File: src/rtl/wmic_pkg.sv
package wmic_pkg;

  typedef struct packed {
    logic lookup;
    logic fill;
  } wmicCtrlT;

  typedef enum logic [1:0] {SRC_NONE, SRC_SAME, SRC_LINK, SRC_TGT} wmicSrcT;

  typedef enum logic {ST_IDLE, ST_FILL} wmicStateT;

  function automatic logic [1:0] plruVictim(input logic [3:0] vld, input logic [2:0] p);
    logic [1:0] v;
    if (!vld[0]) v = 2'd0;
    else if (!vld[1]) v = 2'd1;
    else if (!vld[2]) v = 2'd2;
    else if (!vld[3]) v = 2'd3;
    else v = p[0] ? (p[2] ? 2'd3 : 2'd2) : (p[1] ? 2'd1 : 2'd0);
    return v;
  endfunction

  function automatic logic [2:0] plruTouch(input logic [2:0] p, input logic [1:0] w);
    logic [2:0] n;
    n = p;
    if (!w[1]) begin
      n[0] = 1'b1;
      n[1] = (w == 2'd0);
    end else begin
      n[0] = 1'b0;
      n[2] = (w == 2'd2);
    end
    return n;
  endfunction

endpackage

File: src/rtl/wmic_ctrl.sv
module wmic_ctrl
  import wmic_pkg::*;
(
  input  logic     clk,
  input  logic     rst_n,
  input  logic     fetchValid,
  input  logic     miss,
  input  logic     refillValid,
  output logic     fetchReady,
  output logic     refillReq,
  output wmicCtrlT ctl
);

  wmicStateT state;

  assign fetchReady = (state == ST_IDLE);
  assign refillReq  = (state == ST_FILL);
  assign ctl.lookup = fetchReady && fetchValid;
  assign ctl.fill   = refillReq && refillValid;

  always_ff @(posedge clk) begin
    if (!rst_n) state <= ST_IDLE;
    else if (ctl.lookup && miss) state <= ST_FILL;
    else if (ctl.fill) state <= ST_IDLE;
  end

  AST_MISS_REQ: assert property (@(posedge clk) disable iff (!rst_n)
    fetchValid && fetchReady && miss |=> refillReq);
  AST_FILL_HOLD: assert property (@(posedge clk) disable iff (!rst_n)
    refillReq && !refillValid |=> refillReq && !fetchReady);

endmodule

File: src/rtl/wmic_datapath.sv
module wmic_datapath
  import wmic_pkg::*;
#(
  parameter int DATA_W = 32,
  parameter int ADDR_W = 12,
  parameter int OFF_W  = 2,
  parameter int SET_W  = 2,
  parameter int TGT_W  = 2,
  parameter int CNT_W  = 16,
  localparam int WORDS = 1 << OFF_W,
  localparam int SETS  = 1 << SET_W,
  localparam int TGTN  = 1 << TGT_W,
  localparam int LA_W  = ADDR_W - OFF_W,
  localparam int TAG_W = LA_W - SET_W,
  localparam int LINE_BITS = WORDS * DATA_W
)(
  input  logic                 clk,
  input  logic                 rst_n,
  input  wmicCtrlT             ctl,
  input  logic                 fetchRedir,
  input  logic [ADDR_W-1:0]    fetchAddr,
  output logic                 miss,
  output logic                 respValid,
  output logic [DATA_W-1:0]    respData,
  output logic [LA_W-1:0]      refillAddr,
  input  logic [LINE_BITS-1:0] refillData,
  output logic [CNT_W-1:0]     cntFull,
  output logic [CNT_W-1:0]     cntMemo
);

  logic [TAG_W-1:0]     tagArr  [SETS][4];
  logic [LINE_BITS-1:0] dataArr [SETS][4];
  logic [3:0]           vldArr  [SETS];
  logic [3:0]           linkVld [SETS];
  logic [1:0]           linkWay [SETS][4];
  logic [2:0]           plru    [SETS];
  logic [LA_W-1:0]      tgtLine [TGTN];
  logic [1:0]           tgtWay  [TGTN];
  logic [TGTN-1:0]      tgtVld;

  logic [LA_W-1:0]   prevLine;
  logic [1:0]        prevWay;
  logic              prevVld;
  logic [ADDR_W-1:0] curAddr;
  wmicSrcT           curRec;
  logic [1:0]        curWay;

  logic [LA_W-1:0]  inLine;
  logic [SET_W-1:0] inSet, prevSet, curSet, linkSet;
  logic [TAG_W-1:0] inTag;
  logic [OFF_W-1:0] inOff, curOff;
  logic [TGT_W-1:0] inTgt, curTgt;
  logic             memo;
  logic [1:0]       memoWay, hitWay, useWay, victim;
  logic [3:0]       hitVec;
  wmicSrcT          rec;

  assign inLine  = fetchAddr[ADDR_W-1:OFF_W];
  assign inSet   = inLine[SET_W-1:0];
  assign inTag   = inLine[LA_W-1:SET_W];
  assign inOff   = fetchAddr[OFF_W-1:0];
  assign inTgt   = inLine[SET_W +: TGT_W];
  assign prevSet = prevLine[SET_W-1:0];
  assign curSet  = curAddr[OFF_W +: SET_W];
  assign curOff  = curAddr[OFF_W-1:0];
  assign curTgt  = curAddr[OFF_W+SET_W +: TGT_W];
  assign linkSet = curSet - 1'b1;
  assign refillAddr = curAddr[ADDR_W-1:OFF_W];

  always_comb begin
    memo = 1'b0;
    memoWay = 2'd0;
    rec = SRC_NONE;
    if (fetchRedir) begin
      if (tgtVld[inTgt] && tgtLine[inTgt] == inLine) begin
        memo = 1'b1;
        memoWay = tgtWay[inTgt];
      end else rec = SRC_TGT;
    end else if (prevVld && inLine == prevLine) begin
      memo = 1'b1;
      memoWay = prevWay;
      rec = SRC_SAME;
    end else if (prevVld && inLine == prevLine + 1'b1) begin
      if (linkVld[prevSet][prevWay]) begin
        memo = 1'b1;
        memoWay = linkWay[prevSet][prevWay];
      end else rec = SRC_LINK;
    end
    hitWay = 2'd0;
    for (int w = 0; w < 4; w++) begin
      hitVec[w] = vldArr[inSet][w] && tagArr[inSet][w] == inTag;
      if (hitVec[w]) hitWay = w[1:0];
    end
    miss   = !memo && hitVec == 4'd0;
    useWay = memo ? memoWay : hitWay;
    victim = plruVictim(vldArr[inSet], plru[inSet]);
  end

  always_ff @(posedge clk) begin
    if (!rst_n) begin
      for (int s = 0; s < SETS; s++) begin
        vldArr[s]  <= '0;
        linkVld[s] <= '0;
        plru[s]    <= '0;
      end
      tgtVld    <= '0;
      prevVld   <= 1'b0;
      respValid <= 1'b0;
      cntFull   <= '0;
      cntMemo   <= '0;
      curRec    <= SRC_NONE;
      curWay    <= 2'd0;
      curAddr   <= '0;
    end else begin
      respValid <= (ctl.lookup && !miss) || ctl.fill;
      if (ctl.lookup) begin
        if (memo) cntMemo <= cntMemo + 1'b1;
        else cntFull <= cntFull + 1'b1;
        if (miss) begin
          curAddr <= fetchAddr;
          curRec  <= rec;
          curWay  <= victim;
        end else begin
          plru[inSet] <= plruTouch(plru[inSet], useWay);
          prevLine <= inLine;
          prevWay  <= useWay;
          prevVld  <= 1'b1;
          if (!memo && rec == SRC_LINK) begin
            linkVld[prevSet][prevWay] <= 1'b1;
            linkWay[prevSet][prevWay] <= hitWay;
          end
          if (!memo && rec == SRC_TGT) begin
            tgtVld[inTgt]  <= 1'b1;
            tgtLine[inTgt] <= inLine;
            tgtWay[inTgt]  <= hitWay;
          end
        end
      end
      if (ctl.fill) begin
        // clear every pointer naming the victim first; the record below wins
        for (int w = 0; w < 4; w++)
          if (linkWay[linkSet][w] == curWay) linkVld[linkSet][w] <= 1'b0;
        for (int b = 0; b < TGTN; b++)
          if (tgtLine[b][SET_W-1:0] == curSet && tgtWay[b] == curWay) tgtVld[b] <= 1'b0;
        linkVld[curSet][curWay] <= 1'b0;
        vldArr[curSet][curWay]  <= 1'b1;
        plru[curSet] <= plruTouch(plru[curSet], curWay);
        if (curRec == SRC_LINK) begin
          linkVld[prevSet][prevWay] <= 1'b1;
          linkWay[prevSet][prevWay] <= curWay;
        end
        if (curRec == SRC_TGT) begin
          tgtVld[curTgt]  <= 1'b1;
          tgtLine[curTgt] <= curAddr[ADDR_W-1:OFF_W];
          tgtWay[curTgt]  <= curWay;
        end
        prevLine <= curAddr[ADDR_W-1:OFF_W];
        prevWay  <= curWay;
        prevVld  <= 1'b1;
      end
    end
  end

  always_ff @(posedge clk) begin
    if (ctl.fill) begin
      tagArr[curSet][curWay]  <= curAddr[ADDR_W-1:OFF_W+SET_W];
      dataArr[curSet][curWay] <= refillData;
    end
    if (ctl.lookup) respData <= dataArr[inSet][useWay][inOff*DATA_W +: DATA_W];
    else if (ctl.fill) respData <= refillData[curOff*DATA_W +: DATA_W];
  end

  AST_MEMO_RESIDENT: assert property (@(posedge clk) disable iff (!rst_n)
    ctl.lookup && memo |-> vldArr[inSet][memoWay] && tagArr[inSet][memoWay] == inTag);
  AST_ONE_COUNT: assert property (@(posedge clk) disable iff (!rst_n)
    ctl.lookup |=> (cntFull != $past(cntFull)) != (cntMemo != $past(cntMemo)));
  AST_RECORD_WINS: assert property (@(posedge clk) disable iff (!rst_n)
    ctl.fill && curRec == SRC_LINK |=> linkVld[$past(prevSet)][$past(prevWay)]);

endmodule

File: src/rtl/wmic_top.sv
module wmic_top
  import wmic_pkg::*;
#(
  parameter int DATA_W = 32,
  parameter int ADDR_W = 12,
  parameter int OFF_W  = 2,
  parameter int SET_W  = 2,
  parameter int TGT_W  = 2,
  parameter int CNT_W  = 16
)(
  input  logic                             clk,
  input  logic                             rst_n,
  input  logic                             fetchValid,
  input  logic                             fetchRedir,
  input  logic [ADDR_W-1:0]                fetchAddr,
  output logic                             fetchReady,
  output logic                             respValid,
  output logic [DATA_W-1:0]                respData,
  output logic                             refillReq,
  output logic [ADDR_W-OFF_W-1:0]          refillAddr,
  input  logic                             refillValid,
  input  logic [DATA_W*(1<<OFF_W)-1:0]     refillData,
  output logic [CNT_W-1:0]                 cntFull,
  output logic [CNT_W-1:0]                 cntMemo
);

  wmicCtrlT ctl;
  logic     miss;

  wmic_ctrl i_ctrl (
    .clk(clk), .rst_n(rst_n), .fetchValid(fetchValid), .miss(miss),
    .refillValid(refillValid), .fetchReady(fetchReady), .refillReq(refillReq), .ctl(ctl)
  );

  wmic_datapath #(
    .DATA_W(DATA_W), .ADDR_W(ADDR_W), .OFF_W(OFF_W),
    .SET_W(SET_W), .TGT_W(TGT_W), .CNT_W(CNT_W)
  ) i_dp (
    .clk(clk), .rst_n(rst_n), .ctl(ctl), .fetchRedir(fetchRedir), .fetchAddr(fetchAddr),
    .miss(miss), .respValid(respValid), .respData(respData), .refillAddr(refillAddr),
    .refillData(refillData), .cntFull(cntFull), .cntMemo(cntMemo)
  );

  AST_HIT_LATENCY: assert property (@(posedge clk) disable iff (!rst_n)
    fetchValid && fetchReady && !miss |=> respValid);
  AST_FILL_DONE: assert property (@(posedge clk) disable iff (!rst_n)
    refillReq && refillValid |=> respValid && !refillReq);

endmodule

File: config.mk
export PLATFORM = sky130hd
export DESIGN_NAME = wmic_top
export DESIGN_NICKNAME = d
export VERILOG_FILES = /design/src/rtl/wmic_pkg.sv /design/src/rtl/wmic_ctrl.sv /design/src/rtl/wmic_datapath.sv /design/src/rtl/wmic_top.sv
export SDC_FILE = /design/constraint.sdc
export NUM_CORES = 2
export LEC_CHECK = 0
export BUFFER_PORTS_ARGS = -buffer_cell sky130_fd_sc_hd__buf_2
export CORE_ASPECT_RATIO = 1.25
export CORE_MARGIN = 2
export CORE_UTILIZATION = 40
export CTS_BUF_LIST = sky130_fd_sc_hd__clkbuf_8
export DETAILED_ROUTE_END_ITERATION = 8
export HOLD_SLACK_MARGIN = 0.03
export SYNTH_ARGS = -nofsm -noshare
export SYNTH_HDL_FRONTEND = slang
export SYNTH_SLANG_ARGS = --single-unit
File: constraint.sdc
create_clock -name clk -period 6.2 [get_ports clk]
set_input_delay 0 -clock clk [delete_from_list [all_inputs] [get_ports clk]]
set_output_delay 0 -clock clk [all_outputs]
set_load 0.05 [all_outputs]
# Word level (Yosys, flattened, before mapping)
# Memory sizes are Yosys's and may differ from the RTL's. A register that Yosys moved wholly into a read port is not among the register bits.
# Cells that the tools add are included.
[totals] inputBits=145 ramBits=2300 word_cells=408 output_inout_bits=77 n_memories=8 regBits=99
[memory_table] memory="i_dp.dataArr" words=4 word_bits=512 rd=1 rd_ports_with_merged_regs=0 wr=1 line_no="wmic_datapath.sv:32" rtl="logic [LINE_BITS-1:0] dataArr [SETS][4];"
[memory_table] memory="i_dp.tagArr" words=4 word_bits=32 rd=1 rd_ports_with_merged_regs=0 wr=1 line_no="wmic_datapath.sv:31" rtl="logic [TAG_W-1:0] tagArr [SETS][4];"
[memory_table] memory="i_dp.tgtLine" words=4 word_bits=10 rd=5 rd_ports_with_merged_regs=0 wr=1 line_no="wmic_datapath.sv:37" rtl="logic [LA_W-1:0] tgtLine [TGTN];"
[memory_table] memory="i_dp.linkWay" words=4 word_bits=8 rd=2 rd_ports_with_merged_regs=1 wr=1 line_no="wmic_datapath.sv:35" rtl="logic [1:0] linkWay [SETS][4];"
[memory_table] memory="i_dp.linkVld" words=4 word_bits=4 rd=1 rd_ports_with_merged_regs=1 wr=4 line_no="wmic_datapath.sv:34" rtl="logic [3:0] linkVld [SETS];"
[memory_table] memory="i_dp.vldArr" words=4 word_bits=4 rd=1 rd_ports_with_merged_regs=0 wr=4 line_no="wmic_datapath.sv:33" rtl="logic [3:0] vldArr [SETS];"
[memory_table] memory="2 more memories"
[op_classes] n_eq_ne=33 n_lt_le_gt_ge=13 bitwise_logic=91 n_reduce_logical=47 muxes=198 add_sub_neg=4 n_shift=2
[ops] cell="512-bit 2-to-1 mux" n=1
[ops] cell="128-bit 2-to-1 mux" n=3
[ops] cell="128-bit binary-select mux with 2-bit select" n=1
[ops] cell="128-bit demux with 2-bit select" n=1
[ops] cell="128-bit by 8-bit indexed part select with 32-bit output" n=2
[ops] cell="1-bit 2-to-1 mux" n=119
[ops] cell="32-bit 2-to-1 mux" n=3
[ops] cell="2-bit 2-to-1 mux" n=35
[ops] cell="4-bit 2-to-1 mux" n=16
[ops] cell="10-bit 2-to-1 mux" n=4
[ops] cell="2-bit == test" n=17
[ops] cell="16-bit by 1-bit adder with 16-bit output (second input constant)" n=2
[ops] cell="8-bit == test" n=4
[ops] cell="10-bit == test" n=3
[ops] cell="1-bit AND" n=28
[ops] cell="1-bit logical AND" n=24
[ops] cell="8-bit 2-to-1 mux" n=3
[ops] cell="1-bit bitwise OR" n=24
[ops] cell="1-bit inverter" n=22
[ops] cell="8-bit demux with 2-bit select" n=1
[ops] cell="4-bit OR reduction" n=4
[ops] cell="1-bit AND (first input constant)" n=12
[ops] cell="2-bit == test (second input constant)" n=6
[ops] cell="2-bit by 3-bit < comparator with 1-bit output (second input constant)" n=4
[ops] cell="24 further kinds" n=49

# Logic depth before layout (Yosys ltp)
[depth] depth_word=17 mapped_depth=17 depth_no_buf=13

# Cells and area by module
# A second synthesis with hierarchy kept.
[hier_totals] hier_cells=4682 hier_area_um2=95619.2
[modules_own_cells] module="wmic_datapath" n_inst=1 cells_each=4676 area_per_inst_um2=95560.4 seq_area_each_um2=71348.4
[modules_own_cells] module="wmic_ctrl" n_inst=1 cells_each=6 area_per_inst_um2=58.8 seq_area_each_um2=20.0

# Worst setup path after synthesis
# No wires, ideal clock.
[synth_timing] path_type="register -> register" from="register i_dp.curAddr[2]" to="memory i_dp.dataArr[0][256] (netlist bit), enable pin" setup_ns=0.512 period_less_slack_ns=5.247 path_slack_ns=0.953 n_path_buf=3 required_ns=5.688 arrival_ns=4.735 stages_incl_launch_ff=7 path_cell_list="dfxtp_1 -> clkbuf_1 -> clkbuf_1 -> inv_1 -> ha_1 -> clkbuf_1 -> and3_1"
[synth_rtl] element="start: declaration" line_no="wmic_datapath.sv:44" rtl="logic [ADDR_W-1:0] curAddr;"
[synth_rtl] element="start signal: assignment" line_no="wmic_datapath.sv:120" rtl="curAddr <= fetchAddr;"
[synth_rtl] element="end: declaration" line_no="wmic_datapath.sv:32"
# Straight into the memory's write port.

# Final worst setup path
[layout_timing] from="register i_dp.prevLine[0]" to="register i_dp.respData[11], data pin"
[layout_via] elab_chain_cells=13 elab_cells_between_ends=18 cone_classes="add/sub: 1; eq/ne: 2; shift: 1; mux: 11; bitwise: 1; reduce/logical: 2"
[layout_lines] element="start: declaration" line_no="wmic_datapath.sv:41" rtl="logic [LA_W-1:0] prevLine;"
[layout_lines] element="start signal: assignment" line_no="wmic_datapath.sv:125" rtl="prevLine <= inLine;"
[layout_lines] element="start signal: assignment" line_no="wmic_datapath.sv:157" rtl="prevLine <= curAddr[ADDR_W-1:OFF_W];"
[layout_lines] element="10-bit by 1-bit adder with 10-bit output" line_no="wmic_datapath.sv:83" rtl="end else if (prevVld && inLine == prevLine + 1'b1) begin"
[layout_lines] element="10-bit == test" line_no="wmic_datapath.sv:83"
[layout_lines] element="1-bit logical AND" line_no="wmic_datapath.sv:83"
[layout_lines] element="2-bit 2-to-1 mux or 1-bit 2-to-1 mux (tied branches)" line_no="wmic_datapath.sv:83"
[layout_lines] element="2-bit 2-to-1 mux or 1-bit 2-to-1 mux (tied branches)" line_no="wmic_datapath.sv:79" rtl="end else if (prevVld && inLine == prevLine) begin"
[layout_lines] element="2-bit 2-to-1 mux or 1-bit 2-to-1 mux (tied branches)" line_no="wmic_datapath.sv:74" rtl="if (fetchRedir) begin"
[layout_lines] element="2-bit 2-to-1 mux *" line_no="wmic_datapath.sv:95" rtl="useWay = memo ? memoWay : hitWay;"
[layout_lines] element="2-bit inverter with 3-bit output (not written as such) *" line_no="wmic_datapath.sv:169" rtl="if (ctl.lookup) respData <= dataArr[inSet][useWay][inOff*DATA_W +: DATA_W];"
[layout_lines] element="128-bit binary-select mux with 2-bit select *" line_no="wmic_datapath.sv:169"
[layout_lines] element="128-bit 2-to-1 mux (not written as such) * (2 in a row)" line_no="wmic_datapath.sv:169"
[layout_lines] element="128-bit by 8-bit indexed part select with 32-bit output *" line_no="wmic_datapath.sv:169"
[layout_lines] element="32-bit 2-to-1 mux *" line_no="wmic_datapath.sv:169"
[layout_lines] element="end signal: assignment" line_no="wmic_datapath.sv:169"
[layout_lines] element="end signal: assignment" line_no="wmic_datapath.sv:170" rtl="else if (ctl.fill) respData <= refillData[curOff*DATA_W +: DATA_W];"
[layout_lines] element="end: declaration" line_no="wmic_datapath.sv:24" rtl="output logic [DATA_W-1:0] respData,"
# Every way passes the cells marked *; elsewhere a longest branch is shown, timed or not. The select of a mux whose other input is x is not followed.
# A chain may end at the register's enable or synchronous reset.

==> run metrics <==
Tmin final=5.03 ns; Crit Path Category=register to register; root buffer cell=clkbuf_8; TritonCTS buffer count=395; actual slew at the worst max-slew pin=~1.3 ns; post-layout util=46.3%; Net count, final=5683; power density over cell area=295 mW/mm^2; CP dominant cell by count=or4_1; quantity of hold-fixing buffers added after cts=285; Synth Area in Compound Gates=under 10%; Die Area=~0.24 sq mm; Seq pwr share=a little under three fifths; fin crit share=81.2%; GRT Residual Overflow=0; CORE AREA=approximately 0.24 sq mm; initial DRC count=5431; Die Y=roughly 550 um; final routed DRC violation total=0; Req. time, crit path=just over 7 ns; remaining antenna violation count after routing=0; hold_ws=0.128 ns; crit path buf inv count=1; Setup TNS=0 ns; layout cells sized above 1=25.4%; number of synthesized flops with an enable pin=approximately 2300; Slew HR=8.90%; starting density of the core=40.1%; FF/Latch Area=0.0714 sq mm; Seq/Total Area, Yosys=75.1%; Top delay family on crit path=simple AND/OR/NAND/NOR gates; Hold WC Path Type=input pin to register; Syn Nets=roughly 5000; HPWL after detailed placement=147 mm; Yosys cell types=76; Worst VDD drop=0.196 mV; H-Tree Depth=5; power share of the combinational group=6.6%; Syn Inst Count=between 4000 and 5000; Die Width=~440 um; vias=51200; f_max=0.199 GHz; GRT Overall Usage=22.2%; first-pass GRT wire length=about 380 mm; GP Congestion=~0.83; clock power share=37.7%; Synth Area in Adders=0.145%; Setup Fix Bufs, Post-CTS=0; post-synthesis sequential element count=2401; Multi-input gate area=roughly 0.022 sq mm; Routed WL=between 200 and 300 mm; initial antenna violation count=50; Slowest Stage Delay on Critical Path=0.61 ns; synthesis warning total=0; final setup violation count=0; IO Pins=222; clk sink count=2401; max-cap viol count=0; Final Skew=0.0742 ns; area added between synthesis and finish=15.5%; CP max FO=14; vias in the first global route=52700; crit-path cells=ha_1 > nand2_1 > or4_1 > nand3_1 > o211a_1 > a21oi_1 > or4_1 > and3b_2 > nor2b_4 > buf_4 > a311o_2 > nand4_1 > a31oi_1; input/output buffers=221; Fill cells=20000; Reg clk slew, reported paths=0.06 ns; Max Root-Sink Buffers=4; mux cell area share after synthesis=15.2%; Via density=between 5 and 6; critical path's slowest cell=nor2b_4; router iterations before antenna repair=6; main combinational cell family by area after synthesis=multiplexers; Top FF cell, synth=edfxtp_1; fraction of the mapped netlist area in simple logic gates=4.59%; Sw Share=23.4%; Pleak=35.8 nW; Slew Limit Fails=0; Crit. End Element=register; largest net degree at the start of global routing=94; Mapped Area=around 0.095 sq mm; CP Launch Type=register; final hold vios=0; WL/cell=30.1 um; Post-Synth XOR/XNOR Area=1.07%; cts repair resizes=0; Clock Latency Late Sink=1.09 ns; RSZ-0062 raised after global routing=no; Post-synth ARST share=0%; Pint=24.8 mW; syn avg cell area=19.8 sq um; P_sw=between 7 and 8 mW; critical path arrival=5.93 ns; row count=200; run status=completed; CTS tree=built
[power groups by stage]
stage / Clock (mW) / Sequential (mW) / Combinational (mW)
floorplan: 0 / 18.4 / 1.07
global placement: 0 / 18.3 / 1.94
detailed placement: 0 / 18.3 / 1.96
CTS: 12.5 / 18.0 / 2.16
global route: 13.1 / 18.0 / 2.26
finish: 12.2 / 18.0 / 2.14
[final timing paths]
check | endpoint | cells after the start | slack (ns) | start
worst min register to register | i_dp.linkVld[3][0] | 2 | 0.49 | i_dp.linkVld[3][0]
worst max register to register | i_dp.respData[11] | 13 | 1.17 | i_dp.prevLine[0]
worst max-delay path | i_dp.respData[11] | 13 | 1.17 | i_dp.prevLine[0]
worst min-delay path | i_dp.respData[4] | 5 | 0.13 | refillData[68]
[cells by family after synthesis]
| group | Yosys count |
|---|---|
| AOI/OAI and AO/OA | 307 |
| and+or+nand+nor | 962 |
| buffers and inverters | 325 |
| adders and majority gates | 11 |
| DFF | 2401 |
| muxes | 689 |
| xor gates and xnor gates | 116 |
[final cells by class]
class / count / share of cell area [%]
diodes: 15 / 0.0342
clock buffers: 397 / 4.98
clock inverters: 276 / 1.12
inverters: 21 / 0.0718
multi-input cells: 2085 / 20.4
flip-flops and latches: 2401 / 65.0
well taps: 3131 / 3.57
repair buffers: 623 / 4.83
[tightest hold or removal path: stages]
cell and delay [ns]:
dlygate4sd3_1 0.52, buf_2 0.14, mux4_2 0.23, nor2_1 0.04, a31oi_1 0.13
[cell usage in the layout (no fill, tap or decap), types with 35 or more instances in the layout]
master / synthesis / layout
xor2_1: 52 / 52
inv_1: 20 / 162
nand4_1: 77 / 77
buf_2: 45 / 218
dlygate4sd3_1: 0 / 285
edfxtp_1: 2328 / 2328
clkinv_1: 1 / 86
nand3_1: 97 / 97
a31oi_1: 70 / 70
dfxtp_1: 73 / 71
buf_4: 24 / 82
and3_1: 64 / 60
clkbuf_8: 0 / 397
xnor2_1: 64 / 64
o211ai_1: 38 / 38
nor2_1: 137 / 137
buf_12: 0 / 35
mux4_2: 603 / 603
nand2_1: 490 / 488
mux2i_1: 66 / 66
[flip-flops by register name (all words and copies together), names as in the netlist, 4 cells and up, named ones only]
signal         count
i_dp.curAddr      12
i_dp.linkVld      16
i_dp.tgtLine      40
i_dp.linkWay      32
i_dp.respData     32
i_dp.dataArr    2048
i_dp.cntFull      16
i_dp.vldArr       16
i_dp.cntMemo      16
i_dp.prevLine     10
i_dp.tgtWay        8
i_dp.plru         12
i_dp.tagArr      128
i_dp.tgtVld        4
[Yosys cell counts (7+ instances only)]
| library cell | n | area [sq um] |
|---|---|---|
| buf_1 | 25 | 93.8 |
| buf_4 | 24 | 180 |
| a31oi_1 | 70 | 438 |
| xor2_1 | 52 | 455 |
| a22oi_1 | 13 | 97.6 |
| nand3b_1 | 8 | 60.1 |
| nor3_1 | 16 | 80.1 |
| mux2_2 | 19 | 214 |
| buf_2 | 45 | 225 |
| nand2b_1 | 8 | 50.1 |
| nand2_1 | 490 | 1840 |
| nand3_1 | 97 | 485 |
| xnor2_1 | 64 | 561 |
| edfxtp_1 | 2328 | 69900 |
| and2_1 | 24 | 150 |
| a311o_2 | 30 | 338 |
| nor4_1 | 8 | 50.1 |
| a32oi_1 | 32 | 280 |
| nand4_1 | 77 | 482 |
| o21ai_0 | 30 | 150 |
| nor2b_1 | 7 | 43.8 |
| nor2_1 | 137 | 514 |
| mux2i_1 | 66 | 661 |
| a21oi_1 | 27 | 135 |
| inv_1 | 20 | 75.1 |
| clkbuf_1 | 204 | 766 |
| and3_1 | 64 | 400 |
| o211ai_1 | 38 | 285 |
| mux4_2 | 603 | 13600 |
| ha_1 | 11 | 138 |
| dfxtp_1 | 73 | 1460 |
| a221oi_1 | 15 | 131 |
[metrics by stage]
| stage | worst slack [ns] | std cells | instance area (sq um) | power, mW |
|---|---|---|---|---|
| floorplan | 0.953 | 4811 | 95100 | 19.5 |
| global placement | 1.21 | 7976 | 100000 | 20.3 |
| detailed placement | 1.15 | 7976 | 100000 | 20.3 |
| CTS | 1.23 | 8934 | 110000 | 32.6 |
| global route | 1.07 | 8941 | 110000 | 33.4 |
| finish | 1.17 | 8949 | 110000 | 32.3 |
[layer usage]
metal	track usage [%]	share of wire [%]
met2	38.6	52
met4	8.18	3.7
met5	0	0.093
met3	3.93	6.9
met1	27.5	37
Note: power is estimated with default switching activity, not from simulation.
